File: config.mk
export PLATFORM = sky130hd
export DESIGN_NAME = grouped_tree_mult
export DESIGN_NICKNAME = d
export VERILOG_FILES = /design/src/rtl/wtm_pkg.sv /design/src/rtl/wtm_half_add.sv /design/src/rtl/wtm_full_add.sv /design/src/rtl/wtm_comp42.sv /design/src/rtl/wtm_pp_gen.sv /design/src/rtl/wtm_group_reduce.sv /design/src/rtl/wtm_ripple_add.sv /design/src/rtl/grouped_tree_mult.sv
export SDC_FILE = /design/constraint.sdc
export NUM_CORES = 1
export LEC_CHECK = 0
export BUFFER_PORTS_ARGS = -buffer_cell sky130_fd_sc_hd__buf_2
export CAP_MARGIN = 5
export CORE_MARGIN = 5
export CORE_UTILIZATION = 60
export DETAILED_ROUTE_END_ITERATION = 12
export PLACE_DENSITY = 0.84
export REMOVE_ABC_BUFFERS = 1
export SLEW_MARGIN = 25
export SYNTH_ARGS = -nofsm -noshare
export SYNTH_HDL_FRONTEND = slang
export SYNTH_SLANG_ARGS = --single-unit
File: constraint.sdc
create_clock -name vclk -period 7.3
set_input_delay 0.365 -clock vclk [all_inputs]
set_output_delay 0.365 -clock vclk [all_outputs]
set_load 0.01 [all_outputs]
File: src/rtl/wtm_pkg.sv
package wtm_pkg;

  localparam int MAXW = 64;
  typedef logic [MAXW-1:0] mask_t;

  // Columns occupied by partial-product row `row` for operands of width opw.
  function automatic mask_t pp_mask(int row, int opw);
    mask_t m;
    m = '0;
    if (row < opw) begin
      for (int k = 0; k < opw; k++) m[row+k] = 1'b1;
    end
    return m;
  endfunction

  // Number of row bits present in column c.
  function automatic int col_cnt(mask_t m0, mask_t m1, mask_t m2, mask_t m3, int c);
    return (m0[c] ? 1 : 0) + (m1[c] ? 1 : 0) + (m2[c] ? 1 : 0) + (m3[c] ? 1 : 0);
  endfunction

  // True when column c holds a 4:2 compressor (four or more inputs,
  // counting the carry-out of a compressor in column c-1).
  function automatic bit cmp_at(mask_t m0, mask_t m1, mask_t m2, mask_t m3, int c);
    bit prev;
    int e;
    prev = 1'b0;
    for (int k = 0; k <= c; k++) begin
      e    = col_cnt(m0, m1, m2, m3, k) + (prev ? 1 : 0);
      prev = (e >= 4);
    end
    return prev;
  endfunction

  function automatic bit cin_at(mask_t m0, mask_t m1, mask_t m2, mask_t m3, int c);
    if (c == 0) return 1'b0;
    return cmp_at(m0, m1, m2, m3, c - 1);
  endfunction

  function automatic int eff_at(mask_t m0, mask_t m1, mask_t m2, mask_t m3, int c);
    return col_cnt(m0, m1, m2, m3, c) + (cin_at(m0, m1, m2, m3, c) ? 1 : 0);
  endfunction

  // Columns that carry a bit in the reduced sum row.
  function automatic mask_t sum_mask(mask_t m0, mask_t m1, mask_t m2, mask_t m3, int w);
    mask_t r;
    r = '0;
    for (int c = 0; c < w; c++) begin
      if (eff_at(m0, m1, m2, m3, c) >= 1) r[c] = 1'b1;
    end
    return r;
  endfunction

  // Columns that carry a bit in the reduced carry row (shifted by one).
  function automatic mask_t carry_mask(mask_t m0, mask_t m1, mask_t m2, mask_t m3, int w);
    mask_t r;
    r = '0;
    for (int c = 0; c < w - 1; c++) begin
      if (eff_at(m0, m1, m2, m3, c) >= 2) r[c+1] = 1'b1;
    end
    return r;
  endfunction

  // Index of the n-th set bit of pres; 5 selects a constant zero.
  function automatic int pick(logic [4:0] pres, int n);
    int seen;
    int res;
    seen = 0;
    res  = 5;
    for (int k = 0; k < 5; k++) begin
      if (pres[k]) begin
        if (seen == n && res == 5) res = k;
        seen++;
      end
    end
    return res;
  endfunction

endpackage

File: src/rtl/wtm_half_add.sv
module wtm_half_add (
  input  logic a,
  input  logic b,
  output logic sum,
  output logic carry
);
  assign sum   = a ^ b;
  assign carry = a & b;
endmodule

File: src/rtl/wtm_full_add.sv
module wtm_full_add (
  input  logic a,
  input  logic b,
  input  logic c,
  output logic sum,
  output logic carry
);
  assign sum   = a ^ b ^ c;
  assign carry = (a & b) | (a & c) | (b & c);
endmodule

File: src/rtl/wtm_comp42.sv
// 4:2 compressor from two full adders in series.
// x1+x2+x3+x4+cin = sum + 2*(carry + cout); cout does not depend on cin.
module wtm_comp42 (
  input  logic x1,
  input  logic x2,
  input  logic x3,
  input  logic x4,
  input  logic cin,
  output logic sum,
  output logic carry,
  output logic cout
);
  logic s_mid;

  wtm_full_add u_fa_hi (.a(x1), .b(x2), .c(x3), .sum(s_mid), .carry(cout));
  wtm_full_add u_fa_lo (.a(s_mid), .b(x4), .c(cin), .sum(sum), .carry(carry));
endmodule

File: src/rtl/wtm_pp_gen.sv
// AND-array partial products: row i holds mcand & mplier[i] shifted by i.
module wtm_pp_gen #(
  parameter int OP_W = 8,
  parameter int ROWS = 8,
  localparam int PW = 2 * OP_W
) (
  input  logic [OP_W-1:0]          mcand,
  input  logic [OP_W-1:0]          mplier,
  output logic [ROWS-1:0][PW-1:0]  rows
);
  for (genvar i = 0; i < ROWS; i++) begin : g_row
    for (genvar c = 0; c < PW; c++) begin : g_col
      if (i < OP_W && c >= i && c < i + OP_W) begin : g_and
        assign rows[i][c] = mcand[c-i] & mplier[i];
      end else begin : g_zero
        assign rows[i][c] = 1'b0;
      end
    end
  end
endmodule

File: src/rtl/wtm_group_reduce.sv
// Reduces four rows (occupancy given by constant masks) to a sum row and a
// carry row, choosing the cell of each column from its input count.
module wtm_group_reduce #(
  parameter int W = 16,
  parameter wtm_pkg::mask_t M0 = '0,
  parameter wtm_pkg::mask_t M1 = '0,
  parameter wtm_pkg::mask_t M2 = '0,
  parameter wtm_pkg::mask_t M3 = '0
) (
  input  logic [W-1:0] row0,
  input  logic [W-1:0] row1,
  input  logic [W-1:0] row2,
  input  logic [W-1:0] row3,
  output logic [W-1:0] sum_row,
  output logic [W-1:0] carry_row
);
  import wtm_pkg::*;

  logic [W-1:0] co;
  logic [W-1:0] s_col;
  logic [W-1:0] c_col;

  for (genvar c = 0; c < W; c++) begin : g_col
    localparam int         CNT   = col_cnt(M0, M1, M2, M3, c);
    localparam bit         CIN_P = cin_at(M0, M1, M2, M3, c);
    localparam int         EFF   = CNT + (CIN_P ? 1 : 0);
    localparam logic [4:0] PR    = {1'b0, M3[c], M2[c], M1[c], M0[c]};
    localparam logic [4:0] PA    = {CIN_P, M3[c], M2[c], M1[c], M0[c]};
    localparam int         R0 = pick(PR, 0);
    localparam int         R1 = pick(PR, 1);
    localparam int         R2 = pick(PR, 2);
    localparam int         R3 = pick(PR, 3);
    localparam int         A0 = pick(PA, 0);
    localparam int         A1 = pick(PA, 1);
    localparam int         A2 = pick(PA, 2);

    logic       cin;
    logic [5:0] v;
    logic       col_unused;

    if (CIN_P) begin : g_cin
      assign cin = co[c-1];
    end else begin : g_nocin
      assign cin = 1'b0;
    end

    assign v          = {1'b0, cin, row3[c], row2[c], row1[c], row0[c]};
    assign col_unused = ^v;

    if (EFF >= 4) begin : g_cmp
      wtm_comp42 u_cmp (
        .x1(v[R0]), .x2(v[R1]), .x3(v[R2]), .x4(v[R3]), .cin(cin),
        .sum(s_col[c]), .carry(c_col[c]), .cout(co[c])
      );
    end else if (EFF == 3) begin : g_fa
      wtm_full_add u_fa (.a(v[A0]), .b(v[A1]), .c(v[A2]), .sum(s_col[c]), .carry(c_col[c]));
      assign co[c] = 1'b0;
    end else if (EFF == 2) begin : g_ha
      wtm_half_add u_ha (.a(v[A0]), .b(v[A1]), .sum(s_col[c]), .carry(c_col[c]));
      assign co[c] = 1'b0;
    end else if (EFF == 1) begin : g_wire
      assign s_col[c] = v[A0];
      assign c_col[c] = 1'b0;
      assign co[c]    = 1'b0;
    end else begin : g_empty
      assign s_col[c] = 1'b0;
      assign c_col[c] = 1'b0;
      assign co[c]    = 1'b0;
    end
  end

  // Weight beyond the top column is dropped: the product always fits.
  logic tail_unused;
  assign tail_unused = co[W-1] ^ c_col[W-1];

  assign sum_row   = s_col;
  assign carry_row = {c_col[W-2:0], 1'b0};
endmodule

File: src/rtl/wtm_ripple_add.sv
module wtm_ripple_add #(
  parameter int W = 16
) (
  input  logic [W-1:0] a,
  input  logic [W-1:0] b,
  output logic [W-1:0] sum
);
  logic [W:0] c;
  logic       ovf_unused;

  assign c[0] = 1'b0;
  for (genvar i = 0; i < W; i++) begin : g_bit
    wtm_full_add u_fa (.a(a[i]), .b(b[i]), .c(c[i]), .sum(sum[i]), .carry(c[i+1]));
  end
  assign ovf_unused = c[W];
endmodule

File: src/rtl/grouped_tree_mult.sv
module grouped_tree_mult #(
  parameter int OP_W = 8
) (
  input  logic [OP_W-1:0]   mcand,
  input  logic [OP_W-1:0]   mplier,
  output logic [2*OP_W-1:0] product
);
  import wtm_pkg::*;

  localparam int PW     = 2 * OP_W;
  localparam int ROWS   = 8;
  localparam int GROUPS = ROWS / 4;

  // First-level output occupancy, group 0 and group 1.
  localparam mask_t LA_S0 = sum_mask(pp_mask(0, OP_W), pp_mask(1, OP_W),
                                     pp_mask(2, OP_W), pp_mask(3, OP_W), PW);
  localparam mask_t LA_C0 = carry_mask(pp_mask(0, OP_W), pp_mask(1, OP_W),
                                       pp_mask(2, OP_W), pp_mask(3, OP_W), PW);
  localparam mask_t LA_S1 = sum_mask(pp_mask(4, OP_W), pp_mask(5, OP_W),
                                     pp_mask(6, OP_W), pp_mask(7, OP_W), PW);
  localparam mask_t LA_C1 = carry_mask(pp_mask(4, OP_W), pp_mask(5, OP_W),
                                       pp_mask(6, OP_W), pp_mask(7, OP_W), PW);

  logic [ROWS-1:0][PW-1:0]   pp;
  logic [GROUPS-1:0][PW-1:0] la_s;
  logic [GROUPS-1:0][PW-1:0] la_c;
  logic [PW-1:0]             lb_s;
  logic [PW-1:0]             lb_c;

  wtm_pp_gen #(.OP_W(OP_W), .ROWS(ROWS)) u_pp (
    .mcand(mcand), .mplier(mplier), .rows(pp)
  );

  // Level A: each group of four neighbouring rows reduced on its own.
  for (genvar g = 0; g < GROUPS; g++) begin : g_lvl_a
    wtm_group_reduce #(
      .W (PW),
      .M0(pp_mask(4*g + 0, OP_W)),
      .M1(pp_mask(4*g + 1, OP_W)),
      .M2(pp_mask(4*g + 2, OP_W)),
      .M3(pp_mask(4*g + 3, OP_W))
    ) u_red (
      .row0(pp[4*g + 0]), .row1(pp[4*g + 1]), .row2(pp[4*g + 2]), .row3(pp[4*g + 3]),
      .sum_row(la_s[g]), .carry_row(la_c[g])
    );
  end

  // Level B: the four first-level rows reduced the same way.
  wtm_group_reduce #(
    .W(PW), .M0(LA_S0), .M1(LA_C0), .M2(LA_S1), .M3(LA_C1)
  ) u_lvl_b (
    .row0(la_s[0]), .row1(la_c[0]), .row2(la_s[1]), .row3(la_c[1]),
    .sum_row(lb_s), .carry_row(lb_c)
  );

  // Level C: carry-propagate merge of the last two rows.
  wtm_ripple_add #(.W(PW)) u_lvl_c (.a(lb_s), .b(lb_c), .sum(product));
endmodule

### Word level (Yosys, flattened, before mapping)

Cells that the tools add are included.

| storage, ports and cells | value |
|---|---|
| bits of input ports | 16 |
| register bits | 0 |

| cells by class | value |
|---|---|
| bitwise gates (word level) | 420 |

Operator list:

| cell | number |
|---|---|
| 1-bit AND | 218 |
| 1-bit bitwise XOR | 108 |
| 1-bit OR | 94 |

### Longest topological paths before layout

Gate-level depths: netlist (run 1).

| depth | value |
|---|---|
| word-level depth | 41 |
| mapped depth | 24 |

### Cells and area by module

From an unflattened synthesis (run 1), not the netlist that was laid out.

| second synthesis, totals | value |
|---|---|
| cells, all modules | 231 |
| area, all modules | 2383.5 sq um |

By module, submodules not included:

| module | times used | cells an instance | sequential area each (sq um) | area an instance (sq um) |
|---|---|---|---|---|
| wtm_full_add | 57 | 1 | 0.0 | 20.0 |
| wtm_pp_gen | 1 | 129 | 0.0 | 884.6 |
| wtm_group_reduce at g_lvl_a[0].u_red ... | 2 | 15 | 0.0 | 108.9 |
| wtm_half_add | 7 | 1 | 0.0 | 12.5 |
| wtm_group_reduce at u_lvl_b | 1 | 7 | 0.0 | 48.8 |
| wtm_ripple_add | 1 | 1 | 0.0 | 3.8 |

### Worst setup path before layout (run 1)

Ideal clock, no wire load.

| path | value |
|---|---|
| path kind | input to output |
| start point | in mplier[0] |
| end point | out product[14] |
| arrival | 5711 ps |
| required time | 6935 ps |
| stages | 22 |
| path slack | 1224 ps |
| cells stage by stage | and2_1 > fa_1 > fa_1 > fa_1 > inv_1 > fa_1 > inv_1 > fa_1 > fa_1 > inv_1 > fa_1 > inv_1 > fa_1 > fa_1 > fa_1 > fa_1 > inv_1 > fa_1 > fa_1 > fa_1 > inv_1 > buf_4 |

| on the way | value |
|---|---|
| cells in the longest elaborated chain, start to end | 38 |
| elaborated cells on any way between the ends | 198 |

Ends and longest elaborated chain:

| element | RTL line | RTL |
|---|---|---|
| start: declaration | grouped_tree_mult.sv:5 | `input logic [OP_W-1:0] mplier,` |
| 1-bit AND | wtm_pp_gen.sv:14 | `assign rows[i][c] = mcand[c-i] & mplier[i];` |
| 1-bit bitwise XOR / 1-bit AND (equally long branches) | wtm_full_add.sv:8, wtm_full_add.sv:9 |  |
| 1-bit bitwise XOR / 1-bit OR (equally long branches) (2 in series) | wtm_full_add.sv:8, wtm_full_add.sv:9 |  |
| 1-bit bitwise XOR (3 in series) | wtm_full_add.sv:8 | `assign sum = a ^ b ^ c;` |
| 1-bit AND | wtm_full_add.sv:9 | `assign carry = (a & b) \| (a & c) \| (b & c);` |
| 1-bit OR (2 in series) | wtm_full_add.sv:9 |  |
| 1-bit AND | wtm_full_add.sv:9 |  |
| 1-bit OR (2 in series) | wtm_full_add.sv:9 |  |
| [... 17 more ...] | -- |  |
| 1-bit OR * | wtm_full_add.sv:9 |  |
| 1-bit AND | wtm_full_add.sv:9 |  |
| 1-bit OR | wtm_full_add.sv:9 |  |
| 1-bit OR * | wtm_full_add.sv:9 |  |
| 1-bit AND | wtm_full_add.sv:9 |  |
| 1-bit OR | wtm_full_add.sv:9 |  |
| 1-bit OR * | wtm_full_add.sv:9 |  |
| 1-bit bitwise XOR * | wtm_full_add.sv:8 |  |
| end: declaration | grouped_tree_mult.sv:6 | `output logic [2*OP_W-1:0] product` |

Every way passes the cells marked *; elsewhere a longest branch is shown, timed or not.

### Final worst setup path (run 1)

| path | value |
|---|---|
| start point | in mcand[4] |
| end point | out product[14] |

| on the way | value |
|---|---|
| cells in the longest elaborated chain, start to end | 38 |
| elaborated cells on any way between the ends | 229 |

Ends and longest elaborated chain:

| element | RTL line | RTL |
|---|---|---|
| start: declaration | grouped_tree_mult.sv:4 | `input logic [OP_W-1:0] mcand,` |
| 1-bit AND | wtm_pp_gen.sv:14 |  |
| 1-bit bitwise XOR (6 in series) | wtm_full_add.sv:8 |  |
| 1-bit AND | wtm_full_add.sv:9 |  |
| 1-bit OR (2 in series) | wtm_full_add.sv:9 |  |
| 1-bit AND | wtm_full_add.sv:9 |  |
| 1-bit OR (2 in series) | wtm_full_add.sv:9 |  |
| 1-bit AND | wtm_full_add.sv:9 |  |
| 1-bit OR (2 in series) | wtm_full_add.sv:9 |  |
| [... 12 more ...] | -- |  |
| 1-bit AND | wtm_full_add.sv:9 |  |
| 1-bit OR (2 in series) | wtm_full_add.sv:9 |  |
| 1-bit AND | wtm_full_add.sv:9 |  |
| 1-bit OR (2 in series) | wtm_full_add.sv:9 |  |
| 1-bit AND | wtm_full_add.sv:9 |  |
| 1-bit OR | wtm_full_add.sv:9 |  |
| 1-bit OR * | wtm_full_add.sv:9 |  |
| 1-bit bitwise XOR * | wtm_full_add.sv:8 |  |

Marked as above.

==> results of run 1 <==
## per-stage QoR
stage                     setup WS [ps]  total power (W)  cells  utilization (%)
after floorplan                    1290         0.000246    174                -
after global placement              903         0.000337    237             66.2
after detailed placement            749         0.000348    237             66.2
after CTS                           754         0.000351    237             66.2
after global routing                485         0.000403    237             66.2
final                               814         0.000338    237             66.2
## cell type report
cell class | instances | area, um2 | share of cell area, %
multi-input combinational | 125 | 1480 | 79.4
inverter | 49 | 184 | 9.90
tap | 31 | 38.8 | 2.09
timing repair buffer | 32 | 160 | 8.62
## power by group
part	internal, W	leakage [nW]	total, W	switching (W)
sequential	0	0	0	0
clock	0	0	0	0
combinational	0.000150	1.01	0.000338	0.000188
total	0.000150	1.01	0.000338	0.000188
## cell usage after synthesis
cell type	instances
buf_4	16
xnor2_1	1
ha_1	13
inv_1	49
fa_1	47
and2_1	49
nand2_1	15
## routing by layer
metal,up-vias,GRT usage [%],wire length [um]
li1,552,-,-
met1,603,21.5,1200
met2,24,31.2,1590
met3,0,0,99
met4,0,0,0
met5,-,0,0
## cell families (layout without fill, tap and decap cells)
group	after synthesis	after routing	synth area share (%)
buffers and inverters	65	81	17.1
XOR/XNOR	1	1	0.492
adder cells (fa/ha/maj)	60	60	62.0
AND/OR/NAND/NOR	64	64	20.4
## path summary, 6_finish.rpt
kind,startpoint,end,cells past startpoint
worst max-delay path,mcand[4],product[14],23
worst min-delay path,mplier[0],product[0],3
==> results.sh, run 1 <==
export IMPL_grt_max_degree=9
export IMPL_grt_setup_unrepaired="false"
export IMPL_p_per_area_mw_per_mm2=182
export IMPL_rows=19
export IMPL_seq_area_um2=0
export IMPL_run_status="finished clean"
export IMPL_drt_iter0_drc=10
export IMPL_synth_avg_cell_area_um2=9.36
export IMPL_cp_data_required_time_ps=6930
export IMPL_antenna_left=0
export IMPL_grt_pass1_wl_um=5530
export IMPL_seq_area_frac_synth_pct=0
export IMPL_drc=0
export IMPL_tightest_slew_ps=149
export IMPL_synth_distinct_cells=7
export IMPL_hold_buffers=0
export IMPL_ctsResizeCount=0
export IMPL_area_growth_pct=4.43
export IMPL_crit_buf_inv=8
export IMPL_yosys_warnings=0
export IMPL_synth_top_cell_area_share_pct=52.9
export IMPL_cpMostUsedCell="fa_1"
export IMPL_drive_gt1_share_pct=15.5
export IMPL_maxCapViolCount=0
export IMPL_nFlopsAndLatches=0
export IMPL_grt_total_usage_pct=16.0
export IMPL_floorplan_io_pins=32
export IMPL_antenna_cells=0
export IMPL_period_share_pct=88.8
export IMPL_first_pass_iters=4
export IMPL_hold_viol_final=0
export IMPL_antenna_found_initial=0
export IMPL_min_path_type="in2out"
export IMPL_setup_viol=0
export IMPL_netlist_area_mm2=0.00178
export IMPL_holdWs_ps=1110
export IMPL_die_y_um=64.5
export IMPL_ys_top_cells_by_area="fa_1 53%, and2_1 17%, inv_1 10%"
export IMPL_nClkBuffers=0
export IMPL_slew_violations=0
export IMPL_placed_area_mm2=0.00186
export IMPL_die_area_mm2=0.00415
export IMPL_grt_overflow_total=0
export IMPL_die_x_um=64.5
export IMPL_slowest_delay_ps=520
export IMPL_wl_per_cell_um=12.2
export IMPL_vias=1179
export IMPL_start_kind="input port"
export IMPL_layout_min_cycle_time_ps=6490
export IMPL_synthCells=190
export IMPL_gp_congestion=0.837
export IMPL_ir_drop_mv=0.129
export IMPL_cp_cell_sequence="buf_2, and2_1, fa_1, fa_1, fa_1, inv_1, fa_1, inv_1, fa_1, fa_1, inv_1, fa_1, inv_1, fa_1, fa_1, fa_1, fa_1, inv_1, fa_1, fa_1, fa_1, inv_1, buf_2"
export IMPL_synth_largest_area_cell="fa_1"
export IMPL_power_leakage_nw=1.01
export IMPL_fmax_mhz=154
export IMPL_port_buffer_count=32
export IMPL_worstPathMaxFanout=8
export IMPL_hpwl_um=2630
export IMPL_core_area_mm2=0.00281
export IMPL_mostFrequentLayoutCells="49 x inv_1, 49 x and2_1, 47 x fa_1"
export IMPL_initial_core_util_pct=63.4
export IMPL_grt_pass1_vias=1292
export IMPL_slew_headroom_pct=90.1
export IMPL_tns_ps=0
export IMPL_stdcell_area_mm2=0.00186
export IMPL_cp_top_family="adder cells"
export IMPL_worstSetupPathType="in2out"
export IMPL_cts_setup_buffers=0
export IMPL_nets=284
export IMPL_n_fill_cell=238
export IMPL_crit_path_end_kind="output pin"
export IMPL_cp_slowest_cell="fa_1"
export IMPL_wl_um=2890
export IMPL_arrival_ps=6120
export IMPL_routed_via_density=4.97
Power figures use the tool's default switching activity.
==> run 2, diff against run 1 <==
RECOVER_POWER = 25   (was unset)
==> run 2 against run 1 <==
  * Worst hold slack lost 0.76 ps
  * Final cell count unchanged
  * Highest routed layer unchanged
  * Via count about the same
==> results.sh, run 2 (synthesis results as in run 1) <==
export IMPL_arrival_ps=6250
export IMPL_p_per_area_mw_per_mm2=182
export IMPL_min_path_type="in2out"
export IMPL_vias=1178
export IMPL_drc=0
export IMPL_seq_area_um2=0
export IMPL_cp_slowest_cell="fa_1"
export IMPL_holdCritStartpoint="mplier[0]"
export IMPL_nets=284
export IMPL_slew_headroom_pct=76.7
export IMPL_area_growth_pct=4.29
export IMPL_antenna_found_initial=0
export IMPL_multi_input_area_mm2=0.00148
export IMPL_final_cells=237
export IMPL_ctsResizeCount=0
export IMPL_crit_path_end_kind="output pin"
export IMPL_die_y_um=64.5
export IMPL_cts_setup_buffers=0
export IMPL_slew_violations=0
export IMPL_core_area_mm2=0.00281
export IMPL_tns_ps=0
export IMPL_hold_viol_final=0
export IMPL_cp_top_family="adder cells"
export IMPL_wl_um=2880
export IMPL_routed_via_density=4.97
export IMPL_cp_cell_sequence="clkbuf_1, and2_1, fa_1, fa_1, fa_1, inv_1, fa_1, inv_1, fa_1, fa_1, inv_1, fa_1, inv_1, fa_1, fa_1, fa_1, fa_1, inv_1, fa_1, fa_1, fa_1, inv_1, buf_2"
export IMPL_mostFrequentLayoutCells="49 x inv_1, 47 x and2_1, 47 x fa_1"
export IMPL_worstPathMaxFanout=8
export IMPL_cpMostUsedCell="fa_1"
export IMPL_grt_pass1_wl_um=5530
export IMPL_first_pass_iters=4
export IMPL_start_kind="input port"
export IMPL_period_share_pct=90.6
export IMPL_die_x_um=64.5
export IMPL_grt_setup_unrepaired="false"
export IMPL_floorplan_io_pins=32
export IMPL_fmax_mhz=151
export IMPL_maxCapViolCount=0
export IMPL_cp_data_required_time_ps=6930
export IMPL_nFlopsAndLatches=0
export IMPL_ir_drop_mv=0.129
export IMPL_hpwl_um=2630
export IMPL_nClkBuffers=0
export IMPL_n_fill_cell=240
export IMPL_antenna_cells=0
export IMPL_antenna_left=0
export IMPL_power_leakage_nw=1.00
export IMPL_crit_buf_inv=8
export IMPL_min_to="product[0]"
export IMPL_layout_commonest_cell="inv_1"
export IMPL_rows=19
export IMPL_layout_min_cycle_time_ps=6610
export IMPL_finish_utilization_pct=66.1
export IMPL_slowest_delay_ps=520
export IMPL_hold_buffers=0
export IMPL_grt_max_degree=9
export IMPL_wl_per_cell_um=12.2
export IMPL_drive_gt1_share_pct=14.6
export IMPL_run_status="finished clean"
export IMPL_grt_overflow_total=0
export IMPL_tightest_slew_ps=349
export IMPL_placed_area_mm2=0.00186
export IMPL_die_area_mm2=0.00415
export IMPL_port_buffer_count=32
export IMPL_setup_viol=0
export IMPL_gp_congestion=0.837
export IMPL_dp_cells=237
export IMPL_worstSetupPathType="in2out"
export IMPL_initial_core_util_pct=63.4
export IMPL_drt_iter0_drc=10
export IMPL_grt_total_usage_pct=16.0
export IMPL_stdcell_area_mm2=0.00186
export IMPL_hold_depth=3
export IMPL_grt_pass1_vias=1292
export IMPL_crit_start="mcand[3]"
==> run 2: cell types whose count changed in the layout (fill, tap and decap cells not counted), sizes merged <==
cell,change
buf,-2
clkbuf,+2
==> run 2: worst max-delay path by stage <==
stage                             end  slack [ps]  depth (start not counted)
after global placement    product[14]         900                         23
after CTS                 product[14]         750                         23
after floorplan           product[14]        1290                         21
final                     product[14]         690                         23
after detailed placement  product[14]         750                         23
after global routing      product[14]         320                         23
==> run 2: where the power goes <==
group,internal (W),switching [W]
clock,0,0
combinational,0.000150,0.000188
sequential,0,0
total,0.000150,0.000188
==> run 2: stage by stage <==
step / total power, W / hold WS, ps / setup slack, ps
after global placement: 0.000337 / 1110 / 903
after floorplan: 0.000246 / 874 / 1290
final: 0.000338 / 1110 / 689
after CTS: 0.000351 / 1110 / 754
after detailed placement: 0.000348 / 1110 / 749
after global routing: 0.000402 / 1140 / 321
==> run 2: worst min-delay path, cell delays in order <==
cell,delay (ps)
buf_2,130
and2_1,120
buf_2,120
==> run 2: cell type report <==
type	instances	share of cell area [%]
inverter	49	9.91
tap	31	2.09
multi-input combinational	125	79.5
timing repair buffer	32	8.50
==> run 2: layer usage <==
metal  share of wire (%)  wire length [um]  global-route usage (%)
met1                  41              1190                    21.5
met2                  55              1590                    31.2
met3                 3.5               100                       0
met4                   0                 0                       0
met5                   0                 0                       0
